==> config.mk <==
export PLATFORM = sky130hd
export DESIGN_NAME = omsg_ring_engine
export DESIGN_NICKNAME = d
export VERILOG_FILES = /design/src/rtl/omsg_pkg.sv /design/src/rtl/omsg_ring_step.sv /design/src/rtl/omsg_fetch.sv /design/src/rtl/omsg_ring_engine.sv
export SDC_FILE = /design/constraint.sdc
export NUM_CORES = 1
export LEC_CHECK = 0
export CAP_MARGIN = 20
export CORE_UTILIZATION = 61
export DETAILED_ROUTE_END_ITERATION = 16
export HOLD_SLACK_MARGIN = 0.1
export PLACE_DENSITY = 0.87
export SYNTH_ARGS = -nofsm -noshare
export SYNTH_HDL_FRONTEND = slang
export SYNTH_SLANG_ARGS = --single-unit
==> constraint.sdc <==
create_clock -name clk -period 15.8 [get_ports clk]
set_input_delay 3.16 -clock clk [delete_from_list [all_inputs] [get_ports clk]]
set_output_delay 3.16 -clock clk [all_outputs]
set_load 0.03 [all_outputs]
==> src/rtl/omsg_pkg.sv <==
package omsg_pkg;
    localparam int WORD_W     = 32;
    localparam int SLOT_BYTES = 32;
    localparam int CODE_W     = 4;

    typedef enum logic [2:0] {
        RA_MODE = 3'd0,
        RA_STAT = 3'd1,
        RA_BASE = 3'd2,
        RA_DEQ  = 3'd3,
        RA_ENQ  = 3'd4
    } reg_sel_e;

    localparam int SB_EMPTY = 0;
    localparam int SB_EOM   = 1;
    localparam int SB_BUSY  = 2;
    localparam int SB_FULL  = 4;
    localparam int SB_OVF   = 5;
    localparam int SB_TERR  = 7;

    localparam int MB_EN   = 0;
    localparam int MB_INC  = 1;
    localparam int MB_CODE = 12;

    typedef enum logic [1:0] {
        FX_IDLE,
        FX_FETCH,
        FX_SEND,
        FX_WAIT
    } fx_state_e;

    // byte offset of the n-th fetched descriptor word
    function automatic logic [4:0] word_offset(input logic [1:0] idx);
        case (idx)
            2'd0:    return 5'd4;
            2'd1:    return 5'd8;
            2'd2:    return 5'd12;
            default: return 5'd24;
        endcase
    endfunction
endpackage

==> src/rtl/omsg_ring_step.sv <==
module omsg_ring_step
    import omsg_pkg::*;
#(
    parameter int AW       = 32,
    parameter int LOG2_MAX = 11
) (
    input  logic [AW-1:0]     base,
    input  logic [AW-1:0]     ptr,
    input  logic [CODE_W-1:0] code,
    output logic [AW-1:0]     nxt
);
    localparam int MAX_CODE = LOG2_MAX - 1;

    logic [CODE_W-1:0] code_c;
    logic [AW-1:0]     span;
    logic [AW-1:0]     off;

    always_comb begin
        code_c = (code > CODE_W'(MAX_CODE)) ? CODE_W'(MAX_CODE) : code;
        span   = AW'(SLOT_BYTES) << (code_c + 1'b1);
        off    = ptr - base + AW'(SLOT_BYTES);
        nxt    = (off >= span) ? base : ptr + AW'(SLOT_BYTES);
    end
endmodule

==> src/rtl/omsg_fetch.sv <==
module omsg_fetch
    import omsg_pkg::*;
#(
    parameter int AW     = 32,
    parameter int DEST_W = 8
) (
    input  logic              clk,
    input  logic              rst_n,
    input  logic              start,
    input  logic [AW-1:0]     deq_ptr,
    output logic              mem_req,
    output logic [AW-1:0]     mem_addr,
    input  logic              mem_rvalid,
    input  logic [WORD_W-1:0] mem_rdata,
    output logic              tx_valid,
    input  logic              tx_ready,
    output logic [WORD_W-1:0] tx_addr,
    output logic [WORD_W-1:0] tx_size,
    output logic [1:0]        tx_mbox,
    output logic [DEST_W-1:0] tx_dest,
    input  logic              tx_done,
    input  logic              tx_err,
    output logic              busy,
    output logic              done_o,
    output logic              err_o
);
    typedef struct packed {
        fx_state_e         st;
        logic [1:0]        widx;
        logic [WORD_W-1:0] saddr;
        logic [1:0]        mbox;
        logic [DEST_W-1:0] dest;
        logic [WORD_W-1:0] size;
    } fx_t;

    fx_t q, d;

    always_comb begin
        d      = q;
        done_o = 1'b0;
        err_o  = 1'b0;
        case (q.st)
            FX_IDLE: begin
                if (start) begin
                    d.st   = FX_FETCH;
                    d.widx = 2'd0;
                end
            end
            FX_FETCH: begin
                if (mem_rvalid) begin
                    case (q.widx)
                        2'd0:    d.saddr = mem_rdata;
                        2'd1:    d.mbox  = mem_rdata[1:0];
                        2'd2:    d.dest  = mem_rdata[DEST_W+1:2];
                        default: d.size  = mem_rdata;
                    endcase
                    if (q.widx == 2'd3) d.st = FX_SEND;
                    else                d.widx = q.widx + 2'd1;
                end
            end
            FX_SEND: begin
                if (tx_ready) d.st = FX_WAIT;
            end
            default: begin
                if (tx_done) begin
                    done_o = 1'b1;
                    d.st   = FX_IDLE;
                end else if (tx_err) begin
                    err_o  = 1'b1;
                    d.st   = FX_IDLE;
                end
            end
        endcase
    end

    always_ff @(posedge clk) begin
        if (!rst_n) q <= '{st: FX_IDLE, default: '0};
        else        q <= d;
    end

    assign mem_req  = (q.st == FX_FETCH);
    assign mem_addr = deq_ptr + AW'(word_offset(q.widx));
    assign tx_valid = (q.st == FX_SEND);
    assign tx_addr  = q.saddr;
    assign tx_size  = q.size;
    assign tx_mbox  = q.mbox;
    assign tx_dest  = q.dest;
    assign busy     = (q.st != FX_IDLE);

    // a read request is held with a steady address until data returns
    p_mem_hold_r5: assert property (@(posedge clk) disable iff (!rst_n)
        mem_req && !mem_rvalid |=> mem_req && $stable(mem_addr));

    // the transmit request is held unchanged until accepted
    p_tx_hold_r6: assert property (@(posedge clk) disable iff (!rst_n)
        tx_valid && !tx_ready |=> tx_valid && $stable(tx_addr) && $stable(tx_size)
                                  && $stable(tx_mbox) && $stable(tx_dest));
endmodule

==> src/rtl/omsg_ring_engine.sv <==
module omsg_ring_engine
    import omsg_pkg::*;
#(
    parameter int AW       = 32,
    parameter int DEST_W   = 8,
    parameter int LOG2_MAX = 11
) (
    input  logic              clk,
    input  logic              rst_n,
    input  logic              reg_wr,
    input  logic [2:0]        reg_addr,
    input  logic [WORD_W-1:0] reg_wdata,
    output logic [WORD_W-1:0] reg_rdata,
    output logic              mem_req,
    output logic [AW-1:0]     mem_addr,
    input  logic              mem_rvalid,
    input  logic [WORD_W-1:0] mem_rdata,
    output logic              tx_valid,
    input  logic              tx_ready,
    output logic [WORD_W-1:0] tx_addr,
    output logic [WORD_W-1:0] tx_size,
    output logic [1:0]        tx_mbox,
    output logic [DEST_W-1:0] tx_dest,
    input  logic              tx_done,
    input  logic              tx_err,
    output logic              irq
);
    typedef struct packed {
        logic              en;
        logic [CODE_W-1:0] code;
        logic [AW-1:0]     base;
        logic [AW-1:0]     enq;
        logic [AW-1:0]     deq;
        logic              terr;
        logic              ovf;
        logic              eom;
    } eng_t;

    eng_t q, d;

    logic [AW-1:0] enq_nxt, deq_nxt;
    logic          busy, fx_done, fx_err;
    logic          ring_empty, ring_full;
    logic          wr_mode, wr_stat, wr_base;

    omsg_ring_step #(.AW(AW), .LOG2_MAX(LOG2_MAX)) u_enq_step (
        .base(q.base), .ptr(q.enq), .code(q.code), .nxt(enq_nxt));

    omsg_ring_step #(.AW(AW), .LOG2_MAX(LOG2_MAX)) u_deq_step (
        .base(q.base), .ptr(q.deq), .code(q.code), .nxt(deq_nxt));

    omsg_fetch #(.AW(AW), .DEST_W(DEST_W)) u_fetch (
        .clk(clk), .rst_n(rst_n),
        .start(q.en && !ring_empty), .deq_ptr(q.deq),
        .mem_req(mem_req), .mem_addr(mem_addr),
        .mem_rvalid(mem_rvalid), .mem_rdata(mem_rdata),
        .tx_valid(tx_valid), .tx_ready(tx_ready),
        .tx_addr(tx_addr), .tx_size(tx_size), .tx_mbox(tx_mbox), .tx_dest(tx_dest),
        .tx_done(tx_done), .tx_err(tx_err),
        .busy(busy), .done_o(fx_done), .err_o(fx_err));

    assign ring_empty = (q.enq == q.deq);
    assign ring_full  = (enq_nxt == q.deq);
    assign wr_mode    = reg_wr && (reg_addr == RA_MODE);
    assign wr_stat    = reg_wr && (reg_addr == RA_STAT);
    assign wr_base    = reg_wr && (reg_addr == RA_BASE);

    always_comb begin
        d = q;
        if (wr_mode) begin
            d.en   = reg_wdata[MB_EN];
            d.code = reg_wdata[MB_CODE +: CODE_W];
            if (reg_wdata[MB_INC]) begin
                if (ring_full) d.ovf = 1'b1;
                else           d.enq = enq_nxt;
            end
        end
        if (wr_stat) begin
            if (reg_wdata[SB_TERR]) d.terr = 1'b0;
            if (reg_wdata[SB_OVF])  d.ovf  = 1'b0;
            if (reg_wdata[SB_EOM])  d.eom  = 1'b0;
        end
        if (wr_base && !busy) begin
            d.base = AW'(reg_wdata & ~WORD_W'(SLOT_BYTES - 1));
            d.enq  = d.base;
            d.deq  = d.base;
        end
        if (fx_done || fx_err) begin
            d.deq  = deq_nxt;
            d.eom  = q.eom  | fx_done;
            d.terr = q.terr | fx_err;
        end
    end

    always_ff @(posedge clk) begin
        if (!rst_n) q <= '0;
        else        q <= d;
    end

    always_comb begin
        reg_rdata = '0;
        case (reg_addr)
            RA_MODE: begin
                reg_rdata[MB_EN]              = q.en;
                reg_rdata[MB_CODE +: CODE_W]  = q.code;
            end
            RA_STAT: begin
                reg_rdata[SB_TERR]  = q.terr;
                reg_rdata[SB_OVF]   = q.ovf;
                reg_rdata[SB_FULL]  = ring_full;
                reg_rdata[SB_BUSY]  = busy;
                reg_rdata[SB_EOM]   = q.eom;
                reg_rdata[SB_EMPTY] = ring_empty;
            end
            RA_BASE: reg_rdata = WORD_W'(q.base);
            RA_DEQ:  reg_rdata = WORD_W'(q.deq);
            RA_ENQ:  reg_rdata = WORD_W'(q.enq);
            default: reg_rdata = '0;
        endcase
    end

    assign irq = q.terr | q.ovf | q.eom;

    // a rejected increment keeps the producer pointer and raises overflow
    p_no_overflow_r4: assert property (@(posedge clk) disable iff (!rst_n)
        wr_mode && reg_wdata[MB_INC] && ring_full |=> $stable(q.enq) && q.ovf);

    // no descriptor read while the ring is empty
    p_fetch_nonempty_r5: assert property (@(posedge clk) disable iff (!rst_n)
        mem_req |-> !ring_empty);

    // the consumer pointer moves only on completion or a base load
    p_deq_still_r7: assert property (@(posedge clk) disable iff (!rst_n)
        !fx_done && !fx_err && !wr_base |=> $stable(q.deq));

    // end-of-message stays set until cleared by a write of 1
    p_eom_sticky_r8: assert property (@(posedge clk) disable iff (!rst_n)
        q.eom && !(wr_stat && reg_wdata[SB_EOM]) |=> q.eom);

    // nothing starts while the unit is disabled and idle
    p_disabled_idle_r10: assert property (@(posedge clk) disable iff (!rst_n)
        !q.en && !busy |=> !mem_req);
endmodule

; ---- Word-level counts from Yosys, hierarchy flattened
; Index checks and enable logic that the tools add are counted.
; Widths: inputs -> output; s select.
[word_totals]
regBits = 177
latch_bits = 0
mem_bits_rw = 0
mem_bits_ro = 0
out_inout_bits = 141
wordCells = 129
memories = 0
[op_classes]
add_sub_neg = 9
multipliers = 0
div = 0
order_cmp = 3
n_eq_ne = 17
shift = 1
n_mux = 44
bitwise = 7
n_reduce_logical = 33
[op_table]
columns = op, count
row1 = $mux 32, 7
row2 = $add 32x6->32 const B, 4
row3 = $mux 78, 1
row4 = $eq 32x32->1, 2
row5 = $ge 32x32->1, 2
row6 = $mux 64, 1
row7 = $sub 32x32->32, 2
row8 = $pmux 16 s3, 1
row9 = $mux 33, 1
row10 = $add 32x5->32, 1
row11 = $shl 6x4->32 const A, 1
row12 = $reduce_and 3->1, 6
row13 = $pmux 4 s4, 1
row14 = $reduce_bool 2->1, 8
row15 = $pmux 5 s3, 1
row16 = $mux 1, 12
row17 = $mux 2, 6
row18 = $pmux 2 s3, 2
row19 = $pmux 4 s3, 1
row20 = $ne 2x1->1 const B, 5
row21 = $mux 4, 2
row22 = $mux 8, 1
row23 = $pmux 1 s4, 2
row24 = $pmux 2 s4, 1
row25 = other kinds (26), 43

; ---- Depth between registers and ports, before layout
[depth]
depth_word = 13
ltp_mapped = 28
mapped_depth_nobuf = 25

; ---- Cells and area by module
; From an unflattened synthesis, not the netlist that was laid out.
[hier_totals]
hier_cells = 2146
hier_area_um2 = 16636.0
[modules_own_cells]
columns = mod, n_inst, cells_each, area_per_inst_um2, seq_area_each_um2
row1 = omsg_ring_step, 2, 487, 3573.4, 0.0
row2 = omsg_ring_engine, 1, 646, 5326.4, 1981.9
row3 = omsg_fetch, 1, 526, 4162.7, 1561.5

; ---- Least setup slack after synthesis
; Ideal clock, no wire load.
[synth_path]
kind = flip-flop to output port
start = reg q[78] in the netlist's numbering
end = out reg_rdata[4]
arrival_ns = 5.865
required_ns = 12.640
path_slack_ns = 6.775
stages_incl_launch_ff = 23
path_buffers = 1
cell_sequence = dfxtp_1 inv_1 ha_1 ha_1 buf_2 nand4_2 or4_4 o211a_4 o21ai_0 xnor2_1 ha_1 o211ai_1 o21ai_0 a211o_1 a311oi_1 and4_1 nand4_1 nor3_2 mux2_2 a2111oi_2 nand4_4 or3b_1 a21oi_1
[synth_between]
elab_chain_cells = 6
[synth_rtl]
columns = element, line
row1 = from (decl), omsg_ring_engine.sv:39  ; eng_t q, d;
row2 = from (signal assigned), omsg_ring_engine.sv:96  ; if (!rst_n) q <= '0;
row3 = from (signal assigned), omsg_ring_engine.sv:97  ; else q <= d;
row4 = $sub 32x32->32, omsg_ring_step.sv:21  ; off = ptr - base + AW'(SLOT_BYTES);
row5 = $add 32x6->32, omsg_ring_step.sv:21
row6 = $ge 32x32->1, omsg_ring_step.sv:22  ; nxt = (off >= span) ? base : ptr + AW'(SLOT_BYTES);
row7 = $mux 32 *, omsg_ring_step.sv:22
row8 = $eq 32x32->1 *, omsg_ring_engine.sv:63  ; assign ring_full = (enq_nxt == q.deq);
row9 = $pmux 2 s4 *, omsg_ring_engine.sv:102  ; case (reg_addr)
row10 = to (decl), omsg_ring_engine.sv:13  ; output logic [WORD_W-1:0] reg_rdata,
; Mark *: on every way between the ends. The rest lies on a longest branch, timed or not.

; ---- Worst setup path after layout
[layout_path]
start = reg q[40] in the netlist's numbering
end = out reg_rdata[4]
; Same word-level chain as after synthesis.

==> impl_metrics.tcl <==
set metrics [dict create \
    grt_overflow 0 \
    async_reset_ff_share_pct 0 \
    worstMarginPinSlew_ns 1.13 \
    dp_hpwl_mm 40.9 \
    hp-class "reg2reg" \
    clock-sinks 172 \
    synth_top_cell_area_share_pct 22.1 \
    status "finished, final reports clean" \
    layout_min_cycle_time_ns 11.89 \
    finalNetCount 2356 \
    clock.fmax_ghz 0.0841 \
    p_per_area_mw_per_mm2 76.5 \
    leakage_nw 6.67 \
    cp_max_fo 36 \
    avgSynthCellArea_um2 7.34 \
    fp-row-count 58 \
    drc_errors 0 \
    crit_path_end_kind "output pin" \
    coreArea_mm2 0.0251 \
    synth-seq-cells 172 \
    skew_ns 0.0183 \
    dr.first_iter.drc_count 2201 \
    area_delta_synth_final_pct 13.8 \
    maxCapViolCount 0 \
    clkSlewWorstSetupHoldPaths_ns 0.08 \
    clockRootBuffer "clkbuf_16" \
    final-setup-viol-count 0 \
    die_h_um 162 \
    antennaDiodeCount 0 \
    arrival_ns 8.73 \
    htree_levels 4 \
    yosysWarnings 0 \
    post-cts-setup-buffers 0 \
    drive_gt1_share_pct 3.73 \
    synth-edff-count 0 \
    numCtsBuffers 17 \
    wl_per_cell_um 22.4 \
    dominantRegCellSynth "dfxtp_1" \
    slew_violations 0 \
    hold_slack_ns 0.456 \
    antenna_left 0 \
    clk_latency_ns 0.46 \
    dpl_worst_slack_ns 4.57 \
    grt_max_degree 81 \
    clock_path_buffers 2 \
    gp_congestion 0.989 \
    grt_pass1_wl_mm 84.9 \
    start_util_pct 62.0 \
    drt-pass1-iter-count 6 \
    critPathLaunchType "flop" \
    synth.distinct_cells 79 \
    grt_pass1_vias 15300 \
    vias_per_cell 6.63 \
    fin_crit_sh_pct 75.3 \
    r2r_setup_slack_ns 7.80 \
    cts_tree "yes" \
    portBuffers 209 \
    wl_mm 55.4 \
    finalWorstSetupSlack_ns 3.91 \
    hold_buffers 0 \
    peakVddDrop_mv 0.0728 \
    antenna_found_initial 0 \
    grtUsageTotal_pct 41.5 \
    syn_area_mm2 0.0156 \
    die_w_um 162 \
    synth_most_common_cell "nand2_1" \
    seq_area_frac_synth_pct 22.1 \
    required_ns 12.64 \
    yosys.area.top_type "dfxtp_1" \
    fin_setup_tns_ns 0 \
    cts_resized 0 \
    power_mw 1.35 \
    hold_violations 0 \
    vias 16400 \
    synthCells 2121 \
    rsz0062_at_grt "false" \
    top_level_ports 215 \
    crit_type "reg2out" \
    timing.slew.headroom_pct 24.6 \
    synth_common_cells "346 x nand2_1, 235 x a21oi_1, 172 x dfxtp_1" \
    die-area_mm2 0.0262 \
    synth.top_cells.by_area "dfxtp_1 22%, ha_1 12%, nand2_1 8.3%" \
]
sequential cells by signal (all words and copies together), names as in the netlist:
register         count
q                   94
u_fetch.q            4
u_fetch.tx_addr     32
u_fetch.tx_dest      8
u_fetch.tx_mbox      2
u_fetch.tx_size     32
stage by stage:
stage / utilization [%] / std cells / cell area, um2
finish: 70.5 / 2476 / 17700
global route: 70.5 / 2476 / 17700
floorplan: - / 2130 / 15600
CTS: 70.4 / 2475 / 17700
detailed placement: 67.9 / 2443 / 17000
global placement: 67.8 / 2442 / 17000
cells by family (layout without fill, tap and decap cells):
logic type	Yosys count	after routing	synth area share (%)
other cells	2	11	0.0482
mux	50	50	3.38
xor+xnor	126	126	7.18
simple gates	714	714	21.4
buf+inv	328	344	9.96
fa+ha+maj	149	149	12.0
flops	172	172	22.1
compound gates	580	580	23.9
worst paths after layout:
check	startpoint	end	depth (start not counted)
worst max register to register	q[40]	q[66]	26
worst max-delay path	q[40]	reg_rdata[4]	27
worst min register to register	u_fetch.tx_addr[5]	u_fetch.tx_addr[5]	2
worst min-delay path	u_fetch.tx_addr[5]	u_fetch.tx_addr[5]	2
worst max-delay path, cell delays in order (launching register included):
cell and delay (ns):
dfxtp_1 0.52, inv_1 0.26, ha_1 0.34, inv_1 0.04
ha_1 0.36, o21a_1 0.20, o21a_1 0.20, o21a_1 0.16
nor2_1 0.20, o21bai_1 0.09, a21oi_1 0.17, xnor2_1 0.16
ha_1 0.29, nand4_1 0.16, nor2_1 0.07, a21oi_1 0.19
a31oi_1 0.15, o21ai_0 0.42, and4_1 0.28, nand4_1 0.41
nor3_4 0.29, buf_4 0.37, mux2_2 0.41, a2111oi_2 0.46
nand4_4 0.63, or3b_1 0.57, a21oi_1 0.13, clkdlybuf4s50_1 0.73
layout make-up:
class                      instances  area, um2
inverter                          85        322
tap                              330        413
clock inverter                    15        211
sequential                       172       3440
fill                            2052       7400
timing repair buffer             227       2260
clock buffer                      17        425
multi-input combinational       1630      10600
power by group:
| group | switching [mW] | total [mW] | internal (mW) |
|---|---|---|---|
| combinational | 0.261 | 0.440 | 0.179 |
| clock | 0.235 | 0.456 | 0.222 |
| sequential | 0.0175 | 0.458 | 0.440 |
layer usage:
metal	track usage [%]	up-vias	wire length [um]
met2	66.7	1008	24800
met3	9.68	227	6070
met4	20.7	0	2780
met1	52.0	7692	21700
met5	0	-	0
li1	-	7485	-
layout by cell type (no fill, tap or decap), types with 13 or more instances in the layout:
cell             synthesis  layout
a21o_1                  26      26
clkbuf_16                0      17
nor2b_1                 19      19
nor2_1                 106     106
nor3_1                  20      18
o22ai_1                 16      16
o21a_1                  22      22
a311oi_1                15      15
a21boi_0                14      14
and3_1                  21      21
o211ai_1                15      15
xnor2_1                 89      89
nand4_1                 43      43
o21ai_0                 82      82
dfxtp_1                172     172
nor4_1                  16      16
inv_1                   85      84
nand3_1                 68      68
a31oi_1                 15      15
buf_4                   78      16
o2bb2ai_1               22      22
a211oi_1                21      21
a21oi_1                235     235
clkdlybuf4s50_1          0     208
ha_1                   148     148
xor2_1                  36      36
mux2i_1                 38      38
nand2_1                346     346
and4_1                  13      13
(Power assumes the default switching activity.)
